<file path="config.mk">
export PLATFORM = sky130hd
export DESIGN_NAME = pair_min_search
export DESIGN_NICKNAME = d
export VERILOG_FILES = /design/src/rtl/pms_pkg.sv /design/src/rtl/pms_sqdiff.sv /design/src/rtl/pms_ctrl.sv /design/src/rtl/pms_datapath.sv /design/src/rtl/pair_min_search.sv
export SDC_FILE = /design/constraint.sdc
export NUM_CORES = 1
export LEC_CHECK = 0
export ABC_AREA = 1
export BUFFER_PORTS_ARGS = -buffer_cell sky130_fd_sc_hd__buf_4
export CORE_ASPECT_RATIO = 0.7
export CORE_MARGIN = 3
export CORE_UTILIZATION = 61
export CTS_BUF_LIST = sky130_fd_sc_hd__clkbuf_16
export CTS_CLUSTER_SIZE = 28
export DETAILED_ROUTE_END_ITERATION = 8
export PLACE_DENSITY = 0.83
export RECOVER_POWER = 50
export SLEW_MARGIN = 20
export SYNTH_ARGS = -nofsm -noshare
export SYNTH_HDL_FRONTEND = slang
export SYNTH_SLANG_ARGS = --single-unit
</file>
<file path="constraint.sdc">
create_clock -name clk -period 14.5 [get_ports clk]
set_input_delay 2.9 -clock clk [delete_from_list [all_inputs] [get_ports clk]]
set_output_delay 2.9 -clock clk [all_outputs]
set_load 0.005 [all_outputs]
</file>
<file path="src/rtl/pms_pkg.sv">
package pms_pkg;
  typedef struct packed {
    logic valid;   // a pair is being processed this cycle
    logic load;    // first column of a row: restart running minimum
    logic commit;  // last column of a row: write row result
  } pms_strobe_t;
endpackage

</file>
<file path="src/rtl/pms_sqdiff.sv">
module pms_sqdiff #(
  parameter int DATA_W = 8
) (
  input  logic [DATA_W-1:0]   opA,
  input  logic [DATA_W-1:0]   opB,
  output logic [2*DATA_W-1:0] sqOut
);
  logic signed [DATA_W:0]     diffExt;
  logic signed [2*DATA_W+1:0] prodFull;

  always_comb begin
    diffExt  = $signed({opA[DATA_W-1], opA}) - $signed({opB[DATA_W-1], opB});
    prodFull = diffExt * diffExt;
    sqOut    = prodFull[2*DATA_W-1:0];
  end
endmodule

</file>
<file path="src/rtl/pms_ctrl.sv">
module pms_ctrl
  import pms_pkg::*;
#(
  parameter int LEN   = 4,
  parameter int IDX_W = $clog2(LEN + 1)
) (
  input  logic             clk,
  input  logic             rst,
  input  logic             start,
  output logic [IDX_W-1:0] rowIdx,
  output logic [IDX_W-1:0] colIdx,
  output pms_strobe_t      strb,
  output logic             busy,
  output logic             done
);
  localparam logic [IDX_W-1:0] LAST = IDX_W'(LEN - 1);

  logic lastCol;
  logic lastPair;

  assign lastCol  = (colIdx == LAST);
  assign lastPair = lastCol && (rowIdx == LAST);

  always_comb begin
    strb.valid  = busy;
    strb.load   = busy && (colIdx == '0);
    strb.commit = busy && lastCol;
  end

  always_ff @(posedge clk) begin
    if (rst) begin
      rowIdx <= '0;
      colIdx <= '0;
      busy   <= 1'b0;
      done   <= 1'b0;
    end else if (start && !busy) begin
      rowIdx <= '0;
      colIdx <= '0;
      busy   <= 1'b1;
      done   <= 1'b0;
    end else if (busy) begin
      if (lastCol) begin
        colIdx <= '0;
        rowIdx <= rowIdx + 1'b1;
        if (lastPair) begin
          busy <= 1'b0;
          done <= 1'b1;
        end
      end else begin
        colIdx <= colIdx + 1'b1;
      end
    end
  end

  p_busy_done_excl_r3: assert property (@(posedge clk) disable iff (rst)
    !(busy && done));

  p_scan_wrap_r3: assert property (@(posedge clk) disable iff (rst)
    (busy && lastCol && !lastPair) |=> (colIdx == '0) && (rowIdx == $past(rowIdx) + 1'b1));

  p_done_holds_r6: assert property (@(posedge clk) disable iff (rst)
    (done && !start) |=> done);

  p_start_ignored_r7: assert property (@(posedge clk) disable iff (rst)
    (busy && !lastPair) |=> busy);

  p_idle_frozen_r2: assert property (@(posedge clk) disable iff (rst)
    (!busy && !start) |=> (!busy && $stable(rowIdx) && $stable(colIdx)));
endmodule

</file>
<file path="src/rtl/pms_datapath.sv">
module pms_datapath
  import pms_pkg::*;
#(
  parameter int DATA_W = 8,
  parameter int LEN    = 4,
  parameter int IDX_W  = $clog2(LEN + 1)
) (
  input  logic                    clk,
  input  logic                    rst,
  input  logic [LEN*DATA_W-1:0]   arrA,
  input  logic [LEN*DATA_W-1:0]   arrB,
  input  logic [IDX_W-1:0]        rowIdx,
  input  logic [IDX_W-1:0]        colIdx,
  input  pms_strobe_t             strb,
  output logic [LEN*3*DATA_W-1:0] minFlat
);
  localparam int ACC_W = 3 * DATA_W;
  localparam logic [2*DATA_W-1:0] SQ_MAX = (2*DATA_W)'((2**DATA_W - 1) * (2**DATA_W - 1));

  logic [DATA_W-1:0]       aSel;
  logic [DATA_W-1:0]       bSel;
  logic [2*DATA_W-1:0]     sqVal;
  logic signed [ACC_W-1:0] sqWide;
  logic signed [ACC_W-1:0] runMin;
  logic signed [ACC_W-1:0] candMin;
  logic [ACC_W-1:0]        rowReg [LEN];

  always_comb begin
    aSel = '0;
    bSel = '0;
    for (int i = 0; i < LEN; i++) begin
      if (rowIdx == IDX_W'(i)) aSel = arrA[i*DATA_W +: DATA_W];
      if (colIdx == IDX_W'(i)) bSel = arrB[i*DATA_W +: DATA_W];
    end
  end

  pms_sqdiff #(.DATA_W(DATA_W)) u_sqdiff (
    .opA  (aSel),
    .opB  (bSel),
    .sqOut(sqVal)
  );

  always_comb begin
    sqWide = $signed({{DATA_W{1'b0}}, sqVal});
    if (strb.load)            candMin = sqWide;
    else if (sqWide < runMin) candMin = sqWide;
    else                      candMin = runMin;
  end

  always_ff @(posedge clk) begin
    if (rst) begin
      runMin <= '0;
    end else if (strb.valid) begin
      runMin <= candMin;
    end
  end

  generate
    for (genvar g = 0; g < LEN; g++) begin : g_row
      always_ff @(posedge clk) begin
        if (rst) begin
          rowReg[g] <= '0;
        end else if (strb.commit && (rowIdx == IDX_W'(g))) begin
          rowReg[g] <= candMin;
        end
      end
      assign minFlat[g*ACC_W +: ACC_W] = rowReg[g];
    end
  endgenerate

  p_run_min_monotone_r4: assert property (@(posedge clk) disable iff (rst)
    (strb.valid && !strb.load) |=> (runMin <= $past(runMin)));

  p_sq_limit_r5: assert property (@(posedge clk) disable iff (rst)
    strb.valid |-> (sqVal <= SQ_MAX));

  p_rows_stable_r8: assert property (@(posedge clk) disable iff (rst)
    !strb.commit |=> $stable(minFlat));
endmodule

</file>
<file path="src/rtl/pair_min_search.sv">
module pair_min_search
  import pms_pkg::*;
#(
  parameter int DATA_W = 8,
  parameter int LEN    = 4
) (
  input  logic                    clk,
  input  logic                    rst,
  input  logic                    start,
  input  logic [LEN*DATA_W-1:0]   arrA,
  input  logic [LEN*DATA_W-1:0]   arrB,
  output logic [LEN*3*DATA_W-1:0] minFlat,
  output logic                    busy,
  output logic                    done
);
  localparam int IDX_W = $clog2(LEN + 1);

  logic [IDX_W-1:0] rowIdx;
  logic [IDX_W-1:0] colIdx;
  pms_strobe_t      strb;

  pms_ctrl #(.LEN(LEN), .IDX_W(IDX_W)) u_ctrl (
    .clk   (clk),
    .rst   (rst),
    .start (start),
    .rowIdx(rowIdx),
    .colIdx(colIdx),
    .strb  (strb),
    .busy  (busy),
    .done  (done)
  );

  pms_datapath #(.DATA_W(DATA_W), .LEN(LEN), .IDX_W(IDX_W)) u_datapath (
    .clk    (clk),
    .rst    (rst),
    .arrA   (arrA),
    .arrB   (arrB),
    .rowIdx (rowIdx),
    .colIdx (colIdx),
    .strb   (strb),
    .minFlat(minFlat)
  );
endmodule

</file>
Yosys cells after proc, flatten, opt, wreduce, memory -nomap -nowiden
Memory sizes are Yosys's and may differ from the RTL's.
Index checks and enable logic that the tools add are counted.
Word-level totals
  bits in registers: 32
  bits in latches: 0
  bits in writable memories: 96
  ROM bits: 0
  bits of input ports: 67
  output and inout bits: 98
  word-level logic and storage cells: 68
  memories kept: 1
Operators by class
  $add $sub $neg: 3
  multipliers: 1
  div/mod/pow operators: 0
  $lt $le $gt $ge: 1
  equal/unequal tests: 6
  shift-type cells: 0
  multiplexer cells: 33
  bitwise logic cells: 4
  reductions and logical operators: 14
Memory list
  u_datapath.rowReg: depth 4, width 24, read ports 4, clocked after memory_dff 0, wr ports 4, RTL line pms_datapath.sv:26  | logic [ACC_W-1:0] rowReg [LEN];
Operators with widths (number)
  two-way mux 24 bit: 6
  two-way mux 8 bit: 8
  < comparator 17 x 24 -> 1 bit: 1
  two-way mux 1 bit: 18
  multiplier 9 x 9 -> 16 bit: 1
  == test 3 x 2 -> 1 bit, second input constant: 4
  subtractor 8 x 8 -> 9 bit: 1
  logical AND 1 bit: 8
  adder 3 x 1 -> 3 bit, second input constant: 2
  == test 3 x 1 -> 1 bit, second input constant: 2
  zero test 3 bit: 2
  bitwise OR 1 bit: 4
  two-way mux 3 bit: 1
  AND reduction 3 bit: 1
  AND reduction 2 bit: 1
  OR reduction 2 bit: 1
  zero test 1 bit: 1

Depth between registers and ports, before layout
Gate-level depths: netlist of the first run.
  word-level depth: 11
  gate-level depth with buffers: 57
  gate-level depth less buffers: 56

Hierarchy
Synthesis of the first run repeated with hierarchy kept, for this count alone.
Unflattened totals
  cells, all modules: 945
  area, all modules: 8777.2 um^2
Modules (own cells, without submodules)
  pms_datapath: instances 1, cells each 511, area an instance 5400.2 um^2, sequential area each 3363.2 um^2
  pms_sqdiff: instances 1, cells each 378, area an instance 2946.6 um^2, sequential area each 0.0 um^2
  pms_ctrl: instances 1, cells each 56, area an instance 430.4 um^2, sequential area each 160.2 um^2

Least setup slack after synthesis of the first run
No wires, ideal clock.
  path kind: in2reg
  start: input port arrB[8]
  end: memory u_datapath.rowReg[0][12] (netlist name), data pin
  library setup time: 0.267 ns
  arrival: 9.933 ns
  required time: 14.233 ns
  setup slack: 4.301 ns
  stages on the path: 41
  path buffers: 1
  cell sequence: a221oi_1 o21ai_0 ha_1 fa_1 inv_1 nand2_1 nand2_2 nand3_2 nand2_1 nand2_1 nand2_4 nor2_1 fa_1 inv_1 fa_1 inv_1 fa_1 fa_1 [5 not listed] o31ai_2 or2_2 nand2_1 inv_1 ha_1 a21oi_1 nor2_1 a211oi_1 nand2_1 nand2_1 nand2_1 nand3_1 ha_1 inv_1 nand2_1 clkbuf_1 o21ai_0 nor2_1
RTL lines
  start, declared: RTL line pair_min_search.sv:11  | input logic [LEN*DATA_W-1:0] arrB,
  end, declared: RTL line pms_datapath.sv:26

Worst setup path in the final report of the first run
  start: input port arrA[0]
  end: register u_datapath.runMin[5]
On the way
  cells in the longest elaborated chain, start to end: 9
Ends and longest elaborated chain
  start, declared: RTL line pair_min_search.sv:10  | input logic [LEN*DATA_W-1:0] arrA,
  two-way mux 8 bit * (4 in a row): RTL line pms_datapath.sv:32  | if (rowIdx == IDX_W'(i)) aSel = arrA[i*DATA_W +: DATA_W];
  subtractor 8 x 8 -> 9 bit *: RTL line pms_sqdiff.sv:12  | diffExt = $signed({opA[DATA_W-1], opA}) - $signed({opB[DATA_W-1], opB});
  multiplier 9 x 9 -> 16 bit *: RTL line pms_sqdiff.sv:13  | prodFull = diffExt * diffExt;
  < comparator 17 x 24 -> 1 bit: RTL line pms_datapath.sv:46  | else if (sqWide < runMin) candMin = sqWide;
  two-way mux 24 bit: RTL line pms_datapath.sv:46
  two-way mux 24 bit *: RTL line pms_datapath.sv:45  | if (strb.load) candMin = sqWide;
  end signal, assigned: RTL line pms_datapath.sv:54  | runMin <= candMin;
  end, declared: RTL line pms_datapath.sv:24  | logic signed [ACC_W-1:0] runMin;
Every way passes the cells marked *; elsewhere a longest branch is shown, timed or not.
A chain may end at the register's enable or synchronous reset.

==> flow_summary.json, run 1 <==
{
  "outcome": "complete, but fails checks",
  "violations": "capacitance limit, slew limit",
  "yosysUniqueCellTypes": 46,
  "top_layer": "met4",
  "rows": 35,
  "grt_pass1_vias": 6966,
  "min-delay-path-class": "register to register",
  "path_delay_family": "adder cells",
  "crit_path_end_kind": "register",
  "dr_wl_met3_mm": 2.66,
  "wl_met2_mm": 10.9,
  "max_slew_margin_pct": -8.97,
  "reg2reg_slack_ps": 3740,
  "core_area_mm2": 0.0134,
  "cts_sinks": 128,
  "grt_pass1_wl_mm": 37.3,
  "cp.required_ps": 14800,
  "synthFlopType": "edfxtp_1",
  "syn_avg_cell_area_um2": 8.94,
  "htreeDepth": 4,
  "viasPerCell": 5.54,
  "regArea_mm2": 0.00352,
  "drc": 0,
  "fin_nets": 1306,
  "finalSetupTns_ps": 0,
  "crit_top_cell": "nand2_1",
  "cts-resized-gates": 0,
  "ff2ff_path_depth": 45,
  "clkLatencyLatePin_ps": 420,
  "diodes": 0,
  "timing.rr.start": "u_ctrl.rowIdx[1]",
  "syn_to_final_growth_pct": 21.5,
  "wl_per_cell_um": 17.9,
  "num_vias": 7315,
  "period_minus_slack_ps": 11910,
  "cts_tree": "built",
  "dieArea_mm2": 0.0156,
  "synth_nets": 1144,
  "r2r_end": "u_datapath.runMin[5]",
  "dpl.hpwl_mm": 17.1,
  "ys_seq_elements": 128,
  "drt_iter0_drc": 707,
  "grtUsageTotal_pct": 30.9,
  "hold_path_end": "u_datapath.runMin[19]",
  "clockRootBuffer": "clkbuf_16",
  "io_pins": 165,
  "hp-start": "u_datapath.runMin[19]",
  "finalWirelength_mm": 23.6,
  "initial_core_util_pct": 63.9,
  "cts_buffers": 17,
  "seq_area_frac_synth_pct": 41.0,
  "crit_type": "input pin to register",
  "multi_input_area_mm2": 0.00436,
  "drv_slew": 50,
  "critical_path_buf_inv_count": 8,
  "synthCells": 960,
  "grt_max_degree": 30,
  "setup_viol": 0,
  "hold_buffers": 0,
  "start_kind": "input pin",
  "worstMarginPinSlew_ps": 1630,
  "nFillCells": 898,
  "grt_overflow": 0,
  "path_clk_slew_ps": 60,
  "drt-met1-wl_mm": 9.52,
  "drv_cap": 2,
  "cpPeakStageDelay_ps": 770,
  "portBuffers": 164,
  "finalClockSkew_ps": 10.7,
  "drive_gt1_share_pct": 16.7,
  "place.gp.congestion": 0.929,
  "finalCritPeriodShare_pct": 82.2,
  "yosysWarnings": 0,
  "post-route-util_pct": 77.6,
  "antenna_found_initial": 0,
  "die_w_um": 148,
  "cts_buffer_depth": 2,
  "arrival_ps": 12210,
  "post-cts-setup-buffers": 0,
  "max_freq_mhz": 83.9,
  "crit_slowest_cell": "nor2_2",
  "ys_async_sr_fraction_pct": 0,
  "holdWs_ps": 459,
  "timing_hold_violations_final": 0,
  "rsz0062_at_grt": "no",
  "hold_path_depth": 2,
  "first_pass_iters": 7,
  "fp.dieH_um": 105,
  "antenna_left": 0,
  "crit_fanout": 24,
  "syn_area_mm2": 0.00859,
  "synth_edf_count": 96
}
how the worst max path moves through the flow:
stage               startpoint                  endpoint  slack, ps  depth (start not counted)
floorplan              arrB[8]  u_datapath.rowReg[0][12]       4300                         41
global placement       arrB[8]     u_datapath.runMin[14]       2560                         39
detailed placement     arrB[8]     u_datapath.runMin[14]       2350                         45
CTS                    arrB[8]     u_datapath.runMin[14]       2720                         45
global route           arrB[9]     u_datapath.runMin[14]       1790                         51
finish                 arrA[0]      u_datapath.runMin[5]       2590                         42
metal layers:
| layer | GRT usage [%] | vias up |
|---|---|---|
| met5 | 0 | - |
| met4 | 7.98 | 0 |
| met3 | 8.38 | 52 |
| met2 | 49.6 | 418 |
| met1 | 42.1 | 3412 |
| li1 | - | 3433 |
flip-flops by register name, summed over array words and instances (netlist names):
signal	flops
u_ctrl.busy	1
u_ctrl.rowIdx	3
u_datapath.rowReg	96
u_ctrl.done	1
u_ctrl.colIdx	3
u_datapath.runMin	24
tightest hold or removal path, delay by kind of cell (launching register included):
family | cells | cell delay (ps)
and+or+nand+nor | 2 | 100
DFF | 1 | 320
cells in the mapped netlist, drive strengths merged (6+ instances only):
cell | n | share of area (%)
edfxtp | 96 | 34
fa | 49 | 11
nand3 | 44 | 2.9
a311oi | 6 | 0.61
o21ai | 52 | 3.0
nand2 | 184 | 8.7
buf | 12 | 1.0
a211oi | 6 | 0.52
nor2 | 154 | 7.1
clkbuf | 12 | 0.52
inv | 151 | 6.6
dfxtp | 32 | 7.5
a21oi | 50 | 3.0
ha | 68 | 9.9
xor2 | 9 | 0.92
through the flow:
stage | instance area (um2) | worst slack (ps) | cells
after detailed placement | 9950 | 2350 | 1288
after CTS | 10600 | 2720 | 1320
after floorplan | 8590 | 4300 | 960
final | 10400 | 2590 | 1320
after global routing | 10400 | 1790 | 1320
after global placement | 9950 | 2560 | 1288
cells in the final DEF (no fill, tap or decap), types with 3 or more instances in the layout:
cell type	Yosys	final
clkinv_4	0	4
o21ai_0	48	49
a21oi_1	49	49
clkbuf_1	12	39
a21o_1	3	3
clkbuf_4	0	62
nor2_2	3	3
clkbuf_16	0	17
nor2_4	3	3
nand3_2	4	5
edfxtp_1	96	96
inv_1	147	148
nand2_1	174	174
nand2_4	6	6
dfxtp_1	32	32
fa_1	49	49
nor3_1	5	5
nand4_1	4	4
nor2_1	148	148
buf_4	1	66
a311oi_1	6	6
xor2_1	9	9
a211oi_1	6	6
inv_2	4	4
nand3_1	39	38
inv_6	0	4
bufinv_16	0	4
nand2_2	4	4
o21ai_1	4	3
ha_1	68	68
cell type report:
cell class / instances / area share [%]
inverters: 153 / 5.50
multi-input cells: 655 / 41.8
repair buffers: 167 / 10.6
well taps: 185 / 2.22
clock buffers: 17 / 4.08
flip-flops and latches: 128 / 33.8
clock inverters: 15 / 2.00
logic make-up after synthesis:
kind of cell,count (synthesis),share of synthesized area (%)
AND/OR/NAND/NOR,400,20.0
adder cells (fa/ha/maj),117,21.3
XOR/XNOR,11,1.12
buffers and inverters,177,8.23
flip-flops,128,41.0
AO/OA/AOI/OAI,127,8.31
Power of run 1 is not shown: default switching activity piles up to over one toggle a cycle in this logic, so the estimate is an artifact.
==> run 2, diff against run 1 <==
- CORE_UTILIZATION: 61 -> 57
- PLACE_DENSITY: 0.83 -> 0.78
- clock period: 14.5 -> 11.5 ns (I/O delays scaled with it)
==> run 2 against run 1 <==
Net effect:
- the flow still finishes with violations (capacitance limit, slew limit)
- setup slack worse by 1400 ps
- routed wire length fell by 0.66%
- register-to-register slack got worse by 2000 ps
- utilization shrank 4.9 points
- sequential share of layout area is 0.085 points higher
- via count fell by 1.0%
- final area fell by 0.25%
- count of clock-buffer cells in the layout unchanged
- critical path type unchanged
==> flow_summary.json, run 2 (synthesized netlist as in run 1, its figures left out) <==
{
  "crit_type": "input pin to register",
  "hold_buffers": 0,
  "max_freq_mhz": 96.5,
  "portBuffers": 164,
  "clockRootBuffer": "clkbuf_16",
  "rows": 36,
  "cp-startpoint": "arrB[8]",
  "gr-usage-met1_pct": 39.4,
  "antenna_left": 0,
  "syn_to_final_growth_pct": 21.2,
  "place.gp.congestion": 0.947,
  "cts_tree": "built",
  "min-delay-path-class": "register to register",
  "drv_cap": 2,
  "grtUsageMet3_pct": 7.34,
  "largest_reg_flops": 96,
  "num_vias": 7242,
  "grt_overflow": 0,
  "drt_iter0_drc": 651,
  "top_regs": "u_datapath.rowReg x96, u_datapath.runMin x24",
  "grt_pass1_wl_mm": 37.4,
  "crit_slowest_cell": "fa_1",
  "path_clk_slew_ps": 60,
  "top_register": "u_datapath.rowReg",
  "arrival_ps": 10700,
  "hold_path_depth": 2,
  "first_pass_iters": 5,
  "finalWirelength_mm": 23.5,
  "r2r_end": "u_datapath.runMin[6]",
  "ff2ff_path_depth": 53,
  "max_slew_margin_pct": -9.84,
  "cts_buffer_depth": 2,
  "viasPerCell": 5.46,
  "initial_core_util_pct": 59.9,
  "drive_gt1_share_pct": 16.8,
  "post-cts-setup-buffers": 0,
  "clkLatencyLatePin_ps": 430,
  "htreeDepth": 4,
  "rsz0062_at_grt": "no",
  "dieArea_mm2": 0.0166,
  "crit_top_cell": "inv_1",
  "crit_fanout": 24,
  "cpPeakStageDelay_ps": 510,
  "worstMarginPinSlew_ps": 1650,
  "finalClockSkew_ps": 9.22,
  "grt_max_degree": 30,
  "grt_pass1_vias": 6989,
  "final_common_cell": "nand2_1",
  "diodes": 0,
  "grtUsageMet2_pct": 45.5,
  "crit_path_end_kind": "register",
  "drc": 0,
  "setup_viol": 0,
  "antenna_found_initial": 0,
  "cts_buffers": 17,
  "timing_hold_violations_final": 0,
  "cts-resized-gates": 0,
  "finalSetupTns_ps": 0,
  "grtUsageTotal_pct": 28.8,
  "core_area_mm2": 0.0143,
  "drv_slew": 50,
  "die_w_um": 153,
  "violations": "capacitance limit, slew limit",
  "reg2reg_slack_ps": 1750,
  "cp.required_ps": 11840,
  "cts_sinks": 128,
  "layout_common_cells": "nand2_1, inv_1, nor2_1",
  "io_pins": 165,
  "outcome": "complete, but fails checks",
  "dpl.hpwl_mm": 17.5,
  "finalCritPeriodShare_pct": 90.1,
  "crit_end": "u_datapath.runMin[6]",
  "wl_per_cell_um": 17.7,
  "period_minus_slack_ps": 10360,
  "timing.rr.start": "u_ctrl.rowIdx[1]",
  "start_kind": "input pin",
  "fp.dieH_um": 109,
  "busiest_layer": "met2",
  "fin_nets": 1308
}
[run 2: metal layers]
| metal | vias to the layer above | share of wire, % |
|---|---|---|
| li1 | 3432 | - |
| met1 | 3413 | 43 |
| met2 | 340 | 45 |
| met3 | 57 | 8.6 |
| met4 | 0 | 2.7 |
| met5 | - | 0 |
[run 2: worst min-delay path by stage]
stage / end / slack [ps] / startpoint
after floorplan: u_datapath.runMin[1] / 440 / u_datapath.runMin[1]
after global placement: u_ctrl.done / 440 / u_ctrl.done
after detailed placement: u_datapath.runMin[21] / 450 / u_datapath.runMin[21]
after CTS: u_datapath.runMin[20] / 460 / u_datapath.runMin[20]
after global routing: u_datapath.runMin[20] / 480 / u_datapath.runMin[20]
final: u_datapath.runMin[20] / 460 / u_datapath.runMin[20]
[run 2: per-stage QoR]
stage               worst slack [ps]  hold slack, ps  utilization [%]  cell area [um2]  instances
global route                     362             478             72.7            10400       1327
CTS                             1230             459             73.7            10600       1327
detailed placement               817             451             69.6             9970       1295
global placement                 909             443             69.6             9970       1295
floorplan                       1900             437                -             8590        960
finish                          1140             459             72.7            10400       1327
[run 2: cell type report]
class / count / area [um2]
Clock buffer: 17 / 425
Clock inverter: 15 / 160
Fill cell: 1094 / 3920
Inverter: 153 / 574
Multi-Input combinational cell: 655 / 4370
Sequential cell: 128 / 3520
Tap cell: 190 / 238
Timing Repair Buffer: 169 / 1120
[run 2: critical path, delay by kind of cell]
| family | cells | cell delay [ps] |
|---|---|---|
| adder cells (fa/ha/maj) | 10 | 3490 |
| buffers and inverters | 15 | 1790 |
| AND/OR/NAND/NOR | 15 | 1600 |
| AO/OA/AOI/OAI | 6 | 1140 |
| XOR/XNOR | 1 | 370 |
Power of run 2 is left out for the same reason.
